--- config.mk ---
export PLATFORM = sky130hd
export DESIGN_NAME = fir_step_sequencer
export DESIGN_NICKNAME = d
export VERILOG_FILES = /design/src/rtl/fseq_pkg.sv /design/src/rtl/fseq_progmem.sv /design/src/rtl/fseq_sample_counter.sv /design/src/rtl/fseq_cycle_meter.sv /design/src/rtl/fir_step_sequencer.sv
export SDC_FILE = /design/constraint.sdc
export NUM_CORES = 1
export LEC_CHECK = 0
export ABC_AREA = 1
export BUFFER_PORTS_ARGS = -buffer_cell sky130_fd_sc_hd__buf_2
export CORE_MARGIN = 3
export CORE_UTILIZATION = 60
export DETAILED_ROUTE_END_ITERATION = 8
export PLACE_DENSITY_LB_ADDON = 0.05
export SYNTH_ARGS = -nofsm -noshare
export SYNTH_HDL_FRONTEND = slang
export SYNTH_SLANG_ARGS = --single-unit
--- constraint.sdc ---
create_clock -name clk -period 3.2 [get_ports clk]
set_input_delay 0.64 -clock clk [delete_from_list [all_inputs] [get_ports clk]]
set_output_delay 0.64 -clock clk [all_outputs]
set_load 0.05 [all_outputs]
--- src/rtl/fseq_pkg.sv ---
package fseq_pkg;
  localparam int WORD_W = 64;
  localparam int NEED_W = 8;
  localparam int DST_W  = 4;

  typedef enum logic [1:0] {
    OP_WAIT = 2'd0,
    OP_FIR  = 2'd1,
    OP_JUMP = 2'd2,
    OP_SKIP = 2'd3
  } op_e;

  typedef enum logic [1:0] {
    ST_EXEC  = 2'd0,
    ST_BUSY  = 2'd1,
    ST_ROUTE = 2'd2
  } st_e;

  typedef struct packed {
    logic             clr;
    logic [1:0]       sym;
    logic             half;
    logic [8:0]       taps;
    logic [3:0]       decim;
    logic [2:0]       blk;
    logic [9:0]       dbase;
    logic [9:0]       cbase;
    logic [3:0]       stride;
    logic             to_final;
    logic [DST_W-1:0] dst;
  } fir_t;

  function automatic op_e op_of(input logic [WORD_W-1:0] w);
    return op_e'(w[63:62]);
  endfunction

  function automatic logic [NEED_W-1:0] need_of(input logic [WORD_W-1:0] w);
    return w[NEED_W-1:0];
  endfunction

  function automatic logic [DST_W-1:0] target_of(input logic [WORD_W-1:0] w);
    return w[DST_W-1:0];
  endfunction

  function automatic fir_t fir_of(input logic [WORD_W-1:0] w);
    fir_t f;
    f.clr      = w[61];
    f.sym      = w[60:59];
    f.half     = w[58];
    f.taps     = w[57:49];
    f.decim    = w[48:45];
    f.blk      = w[44:42];
    f.dbase    = w[41:32];
    f.cbase    = w[31:22];
    f.stride   = w[21:18];
    f.to_final = w[17];
    f.dst      = w[16:13];
    return f;
  endfunction
endpackage

--- src/rtl/fseq_progmem.sv ---
module fseq_progmem #(
  parameter int STEPS = 16,
  parameter int WORD_W = 64,
  localparam int PC_W = $clog2(STEPS)
) (
  input  logic              clk,
  input  logic              rst_n,
  input  logic              load_ok,
  input  logic              wr_en,
  input  logic [PC_W-1:0]   wr_addr,
  input  logic [WORD_W-1:0] wr_data,
  input  logic [PC_W-1:0]   rd_addr,
  output logic [WORD_W-1:0] rd_word
);
  logic [WORD_W-1:0] mem [STEPS];
  logic              wr_hit;

  assign wr_hit  = load_ok && wr_en && (int'(wr_addr) < STEPS);
  assign rd_word = (int'(rd_addr) < STEPS) ? mem[rd_addr] : '0;

  always_ff @(posedge clk or negedge rst_n) begin
    if (!rst_n) begin
      for (int i = 0; i < STEPS; i++) mem[i] <= '0;
    end else if (wr_hit) begin
      mem[wr_addr] <= wr_data;
    end
  end
endmodule

--- src/rtl/fseq_sample_counter.sv ---
module fseq_sample_counter #(
  parameter int CNT_W = 8
) (
  input  logic             clk,
  input  logic             rst_n,
  input  logic             hold,
  input  logic             strobe,
  input  logic             clear,
  output logic [CNT_W-1:0] count
);
  localparam logic [CNT_W-1:0] CNT_MAX = '1;

  function automatic logic [CNT_W-1:0] bump(input logic [CNT_W-1:0] base, input logic inc);
    return (inc && base != CNT_MAX) ? base + 1'b1 : base;
  endfunction

  logic [CNT_W-1:0] base;
  assign base = clear ? '0 : count;

  always_ff @(posedge clk or negedge rst_n) begin
    if (!rst_n)    count <= '0;
    else if (hold) count <= '0;
    else           count <= bump(base, strobe);
  end
endmodule

--- src/rtl/fseq_cycle_meter.sv ---
module fseq_cycle_meter #(
  parameter int CYC_W = 16
) (
  input  logic             clk,
  input  logic             rst_n,
  input  logic             hold,
  input  logic             out_evt,
  output logic [CYC_W-1:0] cycles
);
  localparam logic [CYC_W-1:0] CYC_MAX = '1;

  function automatic logic [CYC_W-1:0] sat_inc(input logic [CYC_W-1:0] v);
    return (v == CYC_MAX) ? v : v + 1'b1;
  endfunction

  logic [CYC_W-1:0] run_cnt;

  always_ff @(posedge clk or negedge rst_n) begin
    if (!rst_n) begin
      run_cnt <= '0;
      cycles  <= '0;
    end else if (hold) begin
      run_cnt <= '0;
    end else if (out_evt) begin
      cycles  <= sat_inc(run_cnt);
      run_cnt <= '0;
    end else begin
      run_cnt <= sat_inc(run_cnt);
    end
  end
endmodule

--- src/rtl/fir_step_sequencer.sv ---
module fir_step_sequencer
  import fseq_pkg::*;
#(
  parameter int STEPS = 16,
  parameter int CNT_W = 8,
  parameter int CYC_W = 16,
  localparam int PC_W = $clog2(STEPS)
) (
  input  logic              clk,
  input  logic              rst_n,
  input  logic              hold,
  input  logic              prog_we,
  input  logic [PC_W-1:0]   prog_addr,
  input  logic [WORD_W-1:0] prog_wdata,
  input  logic              in_strobe,
  input  logic              eng_done,
  output logic              fir_start,
  output logic [1:0]        fir_sym,
  output logic              fir_half,
  output logic [8:0]        fir_taps,
  output logic [3:0]        fir_decim,
  output logic [2:0]        fir_blk,
  output logic [9:0]        fir_dbase,
  output logic [9:0]        fir_cbase,
  output logic [3:0]        fir_stride,
  output logic              route_wr,
  output logic [DST_W-1:0]  route_step,
  output logic              final_out,
  output logic [PC_W-1:0]   cur_step,
  output logic [CNT_W-1:0]  samples_avail,
  output logic [CYC_W-1:0]  cycles_per_out
);
  function automatic logic [PC_W-1:0] step_after(input logic [PC_W-1:0] p);
    return (int'(p) == STEPS - 1) ? '0 : p + 1'b1;
  endfunction

  st_e               state;
  logic [PC_W-1:0]   pc;
  logic [WORD_W-1:0] word;
  op_e               op;
  fir_t              fld;
  logic              run;
  logic              in_exec;
  // named internal events, shared with the checker
  logic              fir_evt;
  logic              jump_evt;
  logic              wait_ok;
  logic              wait_block;
  logic              skip_evt;
  logic              busy_w;
  logic              finish_evt;
  logic              route_evt;
  logic              clr_evt;
  logic [PC_W-1:0]   jump_tgt;

  fseq_progmem #(.STEPS(STEPS), .WORD_W(WORD_W)) u_mem (
    .clk     (clk),
    .rst_n   (rst_n),
    .load_ok (hold),
    .wr_en   (prog_we),
    .wr_addr (prog_addr),
    .wr_data (prog_wdata),
    .rd_addr (pc),
    .rd_word (word)
  );

  assign op       = op_of(word);
  assign fld      = fir_of(word);
  assign jump_tgt = PC_W'(target_of(word));
  assign run      = !hold;
  assign in_exec  = run && (state == ST_EXEC);
  assign busy_w   = (state == ST_BUSY);

  assign fir_evt    = in_exec && (op == OP_FIR);
  assign jump_evt   = in_exec && (op == OP_JUMP);
  assign skip_evt   = in_exec && (op == OP_SKIP);
  assign wait_ok    = in_exec && (op == OP_WAIT) && (int'(samples_avail) >= int'(need_of(word)));
  assign wait_block = in_exec && (op == OP_WAIT) && !wait_ok;
  assign finish_evt = run && busy_w && eng_done;
  assign route_evt  = run && (state == ST_ROUTE);
  assign clr_evt    = fir_evt && fld.clr;

  always_ff @(posedge clk or negedge rst_n) begin
    if (!rst_n) begin
      state <= ST_EXEC;
      pc    <= '0;
    end else if (hold) begin
      state <= ST_EXEC;
      pc    <= '0;
    end else begin
      unique case (state)
        ST_EXEC: begin
          if (fir_evt)                    state <= ST_BUSY;
          else if (jump_evt)              pc <= jump_tgt;
          else if (wait_ok || skip_evt)   pc <= step_after(pc);
        end
        ST_BUSY: begin
          if (finish_evt) state <= ST_ROUTE;
        end
        ST_ROUTE: begin
          state <= ST_EXEC;
          pc    <= step_after(pc);
        end
        default: state <= ST_EXEC;
      endcase
    end
  end

  fseq_sample_counter #(.CNT_W(CNT_W)) u_cnt (
    .clk    (clk),
    .rst_n  (rst_n),
    .hold   (hold),
    .strobe (in_strobe),
    .clear  (clr_evt),
    .count  (samples_avail)
  );

  fseq_cycle_meter #(.CYC_W(CYC_W)) u_meter (
    .clk     (clk),
    .rst_n   (rst_n),
    .hold    (hold),
    .out_evt (final_out),
    .cycles  (cycles_per_out)
  );

  assign fir_start  = fir_evt;
  assign fir_sym    = fld.sym;
  assign fir_half   = fld.half;
  assign fir_taps   = fld.taps;
  assign fir_decim  = fld.decim;
  assign fir_blk    = fld.blk;
  assign fir_dbase  = fld.dbase;
  assign fir_cbase  = fld.cbase;
  assign fir_stride = fld.stride;
  assign route_wr   = route_evt && !fld.to_final;
  assign final_out  = route_evt && fld.to_final;
  assign route_step = fld.dst;
  assign cur_step   = pc;
endmodule

After elaboration in Yosys (flattened, before gate mapping)

Cells that the tools add are included.

Equal/unequal tests: 12
Bitwise logic cells: 3
Magnitude comparators: 4
Mux-type cells: 22
Add/subtract/negate cells: 3
Reduce and logical (&&, ||, !) cells: 24

Operator list:

| kind                                                | number |
|---|---|
| bitwise mux 1024 bit                                | 1 |
| binary-select mux 64 bit (select 4 bit)             | 1 |
| demux 64 bit (select 4 bit)                         | 1 |
| two-way mux 64 bit                                  | 3 |
| two-way mux 16 bit                                  | 3 |
| two-way mux 8 bit                                   | 3 |
| two-way mux 4 bit                                   | 5 |
| adder 16 x 1 -> 16 bit (second input constant)      | 1 |
| == test 16 bit (second input constant)              | 1 |
| logical AND 1 bit                                   | 15 |
| >= comparator 5 bit (second input constant)         | 2 |
| NOT 4 -> 5 bit                                      | 2 |
| adder 8 x 1 -> 8 bit (second input constant)        | 1 |
| >= comparator 8 bit                                 | 1 |
| != test 8 bit (second input constant)               | 1 |
| case mux 4 bit (2 select lines)                     | 1 |
| == test 2 bit (second input constant)               | 3 |
| two-way mux 2 bit                                   | 3 |
| != test 3 bit (second input constant)               | 2 |
| < comparator 5 x 1 -> 1 bit (second input constant) | 1 |
| adder 4 x 1 -> 4 bit (second input constant)        | 1 |
| == test 2 x 1 -> 1 bit (second input constant)      | 2 |
| == test 4 x 1 -> 1 bit (second input constant)      | 1 |
| logical NOT 2 bit                                   | 2 |
| other kinds (9)                                     | 11 |

Input port bits: 74
Output and inout bits: 78
Register bits after elaboration: 1070

Depth between registers and ports, before layout

Gate-level depths: netlist (run 1).

Depth after elaboration: 13
Mapped depth: 22

Cells and area by module

A second synthesis (run 1) with hierarchy kept.

Cell total of the unflattened synthesis: 6949
Area total of the unflattened synthesis: 51733.4 sq um

By module, submodules not included:

| module              | seq. area each (sq um) | times used | cells each | area each (sq um) |
|---|---|---|---|---|
| fseq_progmem        | 25624.6                | 1          | 6551       | 48896.9 |
| fseq_cycle_meter    | 800.8                  | 1          | 208        | 1590.3 |
| fir_step_sequencer  | 150.1                  | 1          | 103        | 663.1 |
| fseq_sample_counter | 200.2                  | 1          | 87         | 583.1 |

Worst setup path before layout (run 1)

Ideal clock, no wire load.

Kind: reg2out
Start point: reg pc[0] (netlist: cur_step[0])
End point: out route_wr
Arrival time: 2.980 ns
Cell stages (with the launch flop): 9
Setup slack: -0.420 ns
Cell sequence: dfrtp_1 inv_2 buf_4 buf_4 o21ai_1 o22ai_1 o21ai_1 nand2_1 nor4_1

Cells in the longest elaborated chain, start to end: 6

RTL lines:

| element                                               | line                      | source |
|---|---|---|
| from (decl)                                           | fir_step_sequencer.sv:38  | `logic [PC_W-1:0] pc;` |
| from (signal assigned)                                | fir_step_sequencer.sv:94  | `else if (jump_evt) pc <= jump_tgt;` |
| from (signal assigned)                                | fir_step_sequencer.sv:95  | `else if (wait_ok \|\| skip_evt) pc <= step_after(pc);` |
| from (signal assigned)                                | fir_step_sequencer.sv:102 | `pc <= step_after(pc);` |
| NOT 4 -> 5 bit (not written as such)                  | fseq_progmem.sv:19        | `assign rd_word = (int'(rd_addr) < STEPS) ? mem[rd_addr] : '0;` |
| binary-select mux 64 bit (select 4 bit)               | fseq_progmem.sv:19        |  |
| two-way mux 64 bit (not written as such) (2 in a row) | fseq_progmem.sv:19        |  |
| logical NOT 1 bit                                     | fir_step_sequencer.sv:135 | `assign route_wr = route_evt && !fld.to_final;` |
| logical AND 1 bit                                     | fir_step_sequencer.sv:135 |  |
| to (decl)                                             | fir_step_sequencer.sv:26  | `output logic route_wr,` |

Every way passes these cells. The select of a mux whose other input is x is not followed.

Worst setup path in the final report (run 1)

Start point: reg pc[0] (netlist: cur_step[0])
End point: out route_step[2]

Cells in the longest elaborated chain, start to end: 4

RTL lines:

| element                                               | line                     | source |
|---|---|---|
| NOT 4 -> 5 bit (not written as such)                  | fseq_progmem.sv:19       |  |
| binary-select mux 64 bit (select 4 bit)               | fseq_progmem.sv:19       |  |
| two-way mux 64 bit (not written as such) (2 in a row) | fseq_progmem.sv:19       |  |
| to (decl)                                             | fir_step_sequencer.sv:27 | `output logic [DST_W-1:0] route_step,` |

Every way passes these cells. The select of a mux whose other input is x is not followed.

==> results of run 1 <==
-- per-layer routing --
metal / global-route usage [%] / share of wire [%] / vias up
met2: 54.7 / 45 / 2162
met3: 6.01 / 9.8 / 331
met1: 53.2 / 42 / 19300
met5: 0 / 0 / -
met4: 11.6 / 3.1 / 0
li1: - / - / 17500
-- cell usage in the layout (no fill, tap or decap), types with 39 or more instances in the layout --
cell type  Yosys  layout
buf_16         0      39
o21ai_0     1264    1163
nand4_1       54      54
buf_4          6     119
nand3_1      142     133
o221ai_1      50      44
buf_2         57      95
clkbuf_16      0     124
a21oi_1      136     128
a221oi_2       0      43
nand2_1     1444    1398
buf_6          2      50
inv_1        123     119
dfrtp_1      990     986
o22ai_1       64      60
buf_12         0      82
nor2_1       306     290
o21ai_1        9      96
-- worst min path at each step --
stage / end / depth (start not counted)
final: u_mem.mem[890]$_DFFE_PN0P_ / 1
after global routing: u_mem.mem[890]$_DFFE_PN0P_ / 1
after CTS: u_mem.mem[890]$_DFFE_PN0P_ / 1
after detailed placement: u_mem.mem[423]$_DFFE_PN0P_ / 2
after global placement: u_mem.mem[898]$_DFFE_PN0P_ / 2
after floorplan: cur_step[0]$_DFFE_PN0P_ / 0
-- power breakdown --
part | internal [mW] | total [mW] | switching (mW)
Clock | 7.48 | 12.5 | 5.06
Combinational | 8.66 | 21.6 | 12.9
Sequential | 14.8 | 16.2 | 1.38
Total | 30.9 | 50.3 | 19.4
-- state kept, by name, indices dropped and copies added (netlist names) --
register and cells:
u_mem.mem 944, u_meter.cycles 16, u_meter.run_cnt 16, u_cnt.count 8, cur_step 4, state 2
-- worst register-to-register path, stage by stage (launching register included) --
cell	delay, ns
dfrtp_4	0.56
buf_12	0.18
buf_8	0.13
buf_8	0.13
buf_6	0.13
o21ai_0	0.16
o22ai_1	0.09
o211ai_1	0.25
nand2_1	0.19
inv_1	0.11
ha_1	0.23
o21ai_1	0.08
a21boi_1	0.08
o21ai_1	0.11
nand2_1	0.06
nand2_1	0.05
nand2_1	0.06
a21oi_2	0.13
o21bai_2	0.12
nand2_2	0.11
nand2_1	0.06
o21ai_1	0.06
-- timing repair --
action | in CTS | in global routing
cloned | 38 | 24
resized for setup | 295 | 219
setup endpoints to repair | 50 | 62
pin swaps | 39 | 92
setup buffers | 49 | 40
endpoints found under the hold margin | 0 | 0
-- cell families after synthesis --
group                      count (synthesis)  share of synthesized area, %
and+or+nand+nor                         1965                          17.8
AOI/OAI and AO/OA                       1600                          19.6
DFF                                      990                          56.9
buffers and inverters                    565                          5.12
adders and majority gates                 11                         0.316
xor gates and xnor gates                  10                         0.201
muxes                                      1                        0.0230
-- area by class of cell --
type / count / area [um2]
Sequential cell: 990 / 24800
Fill cell: 5222 / 18300
Multi-Input combinational cell: 3587 / 17300
Timing Repair Buffer: 449 / 6020
Clock buffer: 148 / 2940
Tap cell: 950 / 1190
Clock inverter: 39 / 581
Inverter: 128 / 531
Timing Repair inverter: 1 / 8.76
Antenna cell: 1 / 2.50
-- cells in the mapped netlist (3+ instances only) --
cell type,count
o21ai_1,9
nand2_1,1444
xor2_1,9
inv_1,123
buf_4,6
buf_2,57
nand3_1,142
dfrtp_1,990
buf_1,11
nand4_1,54
o221ai_1,50
o22ai_1,64
ha_1,11
nor3_1,8
a221oi_1,60
o211ai_1,7
nor2_1,306
o21ai_0,1264
inv_2,4
o2111ai_1,4
a21oi_1,136
a31oi_1,3
clkbuf_1,361
-- per-stage QoR --
step	hold WS (ns)	TNS [ns]	area, um2
floorplan	0.344	0	43500
global placement	0.460	0	45800
detailed placement	0.468	0	45800
CTS	0.00920	-0.375	51900
global route	-0.0139	-2.91	53400
finish	-0.0413	-0.357	53400
==> reports/qor.txt, run 1 <==
CP Data Arrival Time - 2.65 ns
required time worst endpoint - 2.56 ns
upper clock frequency limit - 304 MHz
final-stage net count - 5343
Port Buffers - 146
chip height - 275 um
drt pass-1 iters - 9
Synth Net Count - 5227
Inserted Clock Buffers - 101
max capacitance violation total - 0
CTS tree - done
clk_lat worst skew - 0.66 ns
most frequent CP cell - buf_16
Area Overhead vs Synth - 22.7%
hold_buf cts - 0
Period minus WS final - 3.29 ns
Cells after Synth - 5142
Slowest Stage Delay on Critical Path - 0.56 ns
Worst R2R Setup Slack - 0.06 ns
PnR worst setup slack - -0.0949 ns
post-synth cell types - 37
Synth Flop Type - dfrtp_1
CP Capture Point - route_step[2]
failing checks - negative hold slack, negative setup slack
fraction of registers with async set/reset - 100%
cell accounting for the most synthesized area - dfrtp_1
Setup crit end kind - output pin
largest net degree at the start of global routing - 119
Critical-path top delay cell - dfrtp_4
Ys Warns - 0
Leakage - 25.1 nW
chip width - 275 um
period utilisation layout - 103%
Crit Path Class - flip-flop to output pin
htree depth - 3
Crit Path Max Fanout - 7
slew of the pin with the lowest slew margin - 1.09 ns
Max VDD drop - 0.000987 V
Slew HR - 27.6%
root buf cell - clkbuf_16
Starting Density - 60.7%
total power - 50.3 mW
RSZ-0062 raised after global routing - yes
pre-CTS setup slack - 0.0941 ns
Avg Inst Size Synth - 8.46 um2
number of synthesized flops with an enable pin - 0
row count - 98
Synth area leaders - dfrtp_1 57%, o21ai_0 15%, nand2_1 12%
Seq cells post-synth - 990
# setup viols final - 10
grt total ovfl - 0
Fin Hold WS - -0.0413 ns
die area - 75800 um2
reg2reg path depth - 21
status - finished, violations left
drt via density - 6.25
Worst Skew - 0.0122 ns
residual DRC count - 0
vias in the first global route - 36600
RR Startpoint - cur_step[0]$_DFFE_PN0P_
Slew Viols, Final - 0
DP Cell Count - 5958
Total Routing Usage GR - 36.0%
core region area - 71700 um2
crit-path leading delay family - buffers and inverters
post-synthesis sequential area ratio - 56.9%
final wirelength - 141 mm
first-pass GRT wire length - 212 mm
post-synth top area share - 56.9%
Post-Syn Area - 43500 um2
Cell Pwr Density - 942 nW/um2
Critical R2R Capture - cur_step[1]$_DFFE_PN0P_
Util after Layout - 74.4%
Final Hold Fails - 5
initial DRC count - 5489
clk slew on worst S/H paths - 0.06 ns
Worst setup SP type - flip-flop
post-route antenna net violation count - 0
IO Count - 152
crit path from - cur_step[0]$_DFFE_PN0P_
Worst Hold Class - input pin to async pin
drt wl/cell - 22.5 um
CP bufs+invs - 5
clk sinks - 990
Clock Path Buffers - 3
initial antenna violation count - 1
worst-path cell chain - inv_12 > buf_16 > buf_12 > buf_16 > nand2_1 > a221oi_2 > o21ai_1 > nand2_2 > buf_8
gpl congestion - 0.841
hpwl dp - 70.3 mm
share of layout cells above drive strength 1 - 14.7%
Levels on crit path - 9
DR vias - 39300
Cell Count, Final, Fillers Out - 6293
(Power assumes the default switching activity.)
==> run 2: changes to the inputs <==
- ABC_AREA: 1 -> not set
- CORE_UTILIZATION: 60 -> 55
==> reports/qor.txt, run 2 <==
Area Overhead vs Synth - 20.9% (was 22.7%)
chip width - 292 um (was 275 um)
biggest regs - u_mem.mem x944, u_meter.cycles x16, u_meter.run_cnt x16 (unchanged)
max reg flops - 944 (unchanged)
clk_lat worst skew - 0.65 ns (was 0.66 ns)
post-synth top area share - 55.0% (was 56.9%)
Ys Warns - 0 (unchanged)
Slew HR - 45.7% (was 27.6%)
Inserted Clock Buffers - 104 (was 101)
Total Routing Usage GR - 28.4% (was 36.0%)
final wirelength - 121 mm (was 141 mm)
upper clock frequency limit - 291 MHz (was 304 MHz)
max capacitance violation total - 0 (unchanged)
Clock Path Buffers - 3 (unchanged)
htree depth - 3 (unchanged)
Post-Syn Area - 45000 um2 (was 43500 um2)
Period minus WS final - 3.44 ns (was 3.29 ns)
final-stage net count - 3366 (was 5343)
period utilisation layout - 108% (was 103%)
Worst Skew - 0.0222 ns (was 0.0122 ns)
Fin Hold WS - 0.0184 ns (was -0.0413 ns)
Fill cells - 5585 (was 5222)
Slew Viols, Final - 0 (unchanged)
drt wl/cell - 27.4 um (was 22.5 um)
clk slew on worst S/H paths - 0.06 ns (about the same)
Leakage - 24.2 nW (was 25.1 nW)
Cell Pwr Density - 822 nW/um2 (was 942 nW/um2)
leading cell type by number of instances after synthesis - dfrtp_1 (was nand2_1)
status - finished, violations left (unchanged)
die area - 85300 um2 (was 75800 um2)
largest net degree at the start of global routing - 101 (was 119)
number of synthesized flops with an enable pin - 0 (unchanged)
vias in the first global route - 29800 (was 36600)
Setup crit end kind - output pin (unchanged)
residual DRC count - 0 (unchanged)
Post-synth top cells - 990 x dfrtp_1, 945 x mux2_2, 239 x mux2i_1, 163 x clkbuf_1, 116 x a221oi_1 (was 1444 x nand2_1, 1264 x o21ai_0, 990 x dfrtp_1, 361 x clkbuf_1, 306 x nor2_1)
first-pass GRT wire length - 185 mm (was 212 mm)
most common cell after layout, fill and taps aside - dfrtp_1 (was nand2_1)
RSZ-0062 raised after global routing - yes (unchanged)
Max VDD drop - 0.000616 V (was 0.000987 V)
Multi-input gate area - 20200 um2 (was 17300 um2)
gpl congestion - 0.762 (was 0.841)
Crit Path Max Fanout - 6 (was 7)
cell accounting for the most synthesized area - dfrtp_1 (unchanged)
required time worst endpoint - 2.56 ns (about the same)
core region area - 80800 um2 (was 71700 um2)
post-route antenna net violation count - 0 (unchanged)
post-synthesis sequential area ratio - 55.0% (was 56.9%)
Port Buffers - 146 (unchanged)
row count - 104 (was 98)
Seq cells post-synth - 990 (unchanged)
initial antenna violation count - 9 (was 1)
Starting Density - 55.7% (was 60.7%)
DR vias - 27700 (was 39300)
CP Data Arrival Time - 2.80 ns (was 2.65 ns)
Synth Net Count - 3159 (was 5227)
Final Hold Fails - 0 (was 5)
fraction of registers with async set/reset - 100% (unchanged)
Synth Flop Type - dfrtp_1 (unchanged)
Reg with most FFs - u_mem.mem (unchanged)
PnR worst setup slack - -0.242 ns (was -0.0949 ns)
hold_buf cts - 0 (unchanged)
clk sinks - 990 (unchanged)
post-synth cell types - 60 (was 37)
failing checks - negative setup slack (was negative hold slack, negative setup slack)
post-route cell area - 54400 um2 (was 53400 um2)
drt pass-1 iters - 5 (was 9)
initial DRC count - 1942 (was 5489)
# setup viols final - 57 (was 10)
placed cell areas - 48100 um2 (was 45800 um2)
FF+latch area - 24800 um2 (unchanged)
hpwl dp - 67.1 mm (was 70.3 mm)
chip height - 292 um (was 275 um)
slew of the pin with the lowest slew margin - 0.814 ns (was 1.09 ns)
grt total ovfl - 0 (unchanged)
drt via density - 6.26 (was 6.25)
highest-count cells in the layout ignoring fill and taps - 986 x dfrtp_1, 945 x mux2_2, 229 x mux2i_1 (was 1398 x nand2_1, 1163 x o21ai_0, 986 x dfrtp_1)
Worst setup SP type - flip-flop (unchanged)
Synth area leaders - dfrtp_1 55%, mux2_2 24%, mux4_2 5.8% (was dfrtp_1 57%, o21ai_0 15%, nand2_1 12%)
CTS tree - done (unchanged)
root buf cell - clkbuf_16 (unchanged)
IO Count - 152 (unchanged)
Setup TNS - -7.43 ns (was -0.357 ns)
Avg Inst Size Synth - 14.6 um2 (was 8.46 um2)
Worst Hold Class - input pin to async pin (unchanged)
share of layout cells above drive strength 1 - 53.4% (was 14.7%)
Cells after Synth - 3074 (was 5142)
Crit Path Class - flip-flop to output pin (unchanged)
run 2: power by group:
| part | switching (mW) | total, mW | internal [mW] |
|---|---|---|---|
| clock network | 4.90 | 11.9 | 7.03 |
| logic | 8.62 | 16.6 | 7.99 |
| registers | 1.27 | 16.2 | 14.9 |
| total | 14.8 | 44.8 | 30.0 |
run 2: layout make-up:
| class | count | area share, % |
|---|---|---|
| Inverter | 12 | 0.0919 |
| Antenna cell | 4 | 0.0184 |
| Sequential cell | 990 | 45.5 |
| Timing Repair Buffer | 365 | 8.56 |
| Clock inverter | 24 | 0.411 |
| Clock buffer | 166 | 5.86 |
| Multi-Input combinational cell | 1808 | 37.1 |
| Tap cell | 1060 | 2.44 |
run 2: cell families after synthesis:
kind of cell	after synthesis	synth area share (%)
buf+inv	276	2.78
compound gates	271	4.47
xor+xnor	12	0.233
mux	1304	35.0
simple gates	210	2.19
fa+ha+maj	11	0.306
flops	990	55.0
run 2: timing repair:
action	in CTS	in global routing
gates cloned	27	10
endpoints found under the setup margin	55	62
gates resized for setup	312	88
pin swaps	104	90
setup buffers	35	8
run 2: critical path: stages (launching register included):
cell	delay, ns
dfrtp_4	0.50
buf_12	0.15
buf_12	0.14
buf_16	0.15
buf_16	0.16
buf_12	0.14
mux4_2	0.41
a22oi_1	0.22
nand2_1	0.11
buf_6	0.16
run 2: metal layers:
layer	up-vias	GRT usage, %	part of all wire (%)	routed length (um)
met4	4	7.01	2.0	2410
met2	640	47.1	49	59800
met5	-	0	0.019	23
met1	15000	40.1	44	53600
met3	171	3.89	4.5	5520
li1	11900	-	-	-
run 2: per-stage QoR:
stage	total power, mW	util, %	cells	setup slack, ns
6_report	44.8	67.4	4429	-0.242
5_1_grt	46.7	67.4	4426	-0.349
4_1_cts	44.4	66.6	4410	-0.318
3_5_place_dp	29.5	59.5	4159	-0.0452
3_3_place_gp	29.0	59.5	4159	-0.000790
2_1_floorplan	25.6	-	3074	-0.0744
run 2: worst paths after layout:
check	from	end	slack (ns)	depth (start not counted)
worst max-delay path	cur_step[0]$_DFFE_PN0P_	fir_decim[0]	-0.24	9
worst min-delay path	rst_n	u_mem.mem[452]$_DFFE_PN0P_	0.02	1
worst max register to register	cur_step[0]$_DFFE_PN0P_	cur_step[2]$_DFFE_PN0P_	-0.13	14
worst min register to register	u_mem.mem[1011]$_DFFE_PN0P_	u_mem.mem[1011]$_DFFE_PN0P_	0.50	1
max in group asynchronous	rst_n	u_mem.mem[1008]$_DFFE_PN0P_	2.08	3
min in group clk	eng_done	state[0]$_DFFE_PN0P_	0.22	2
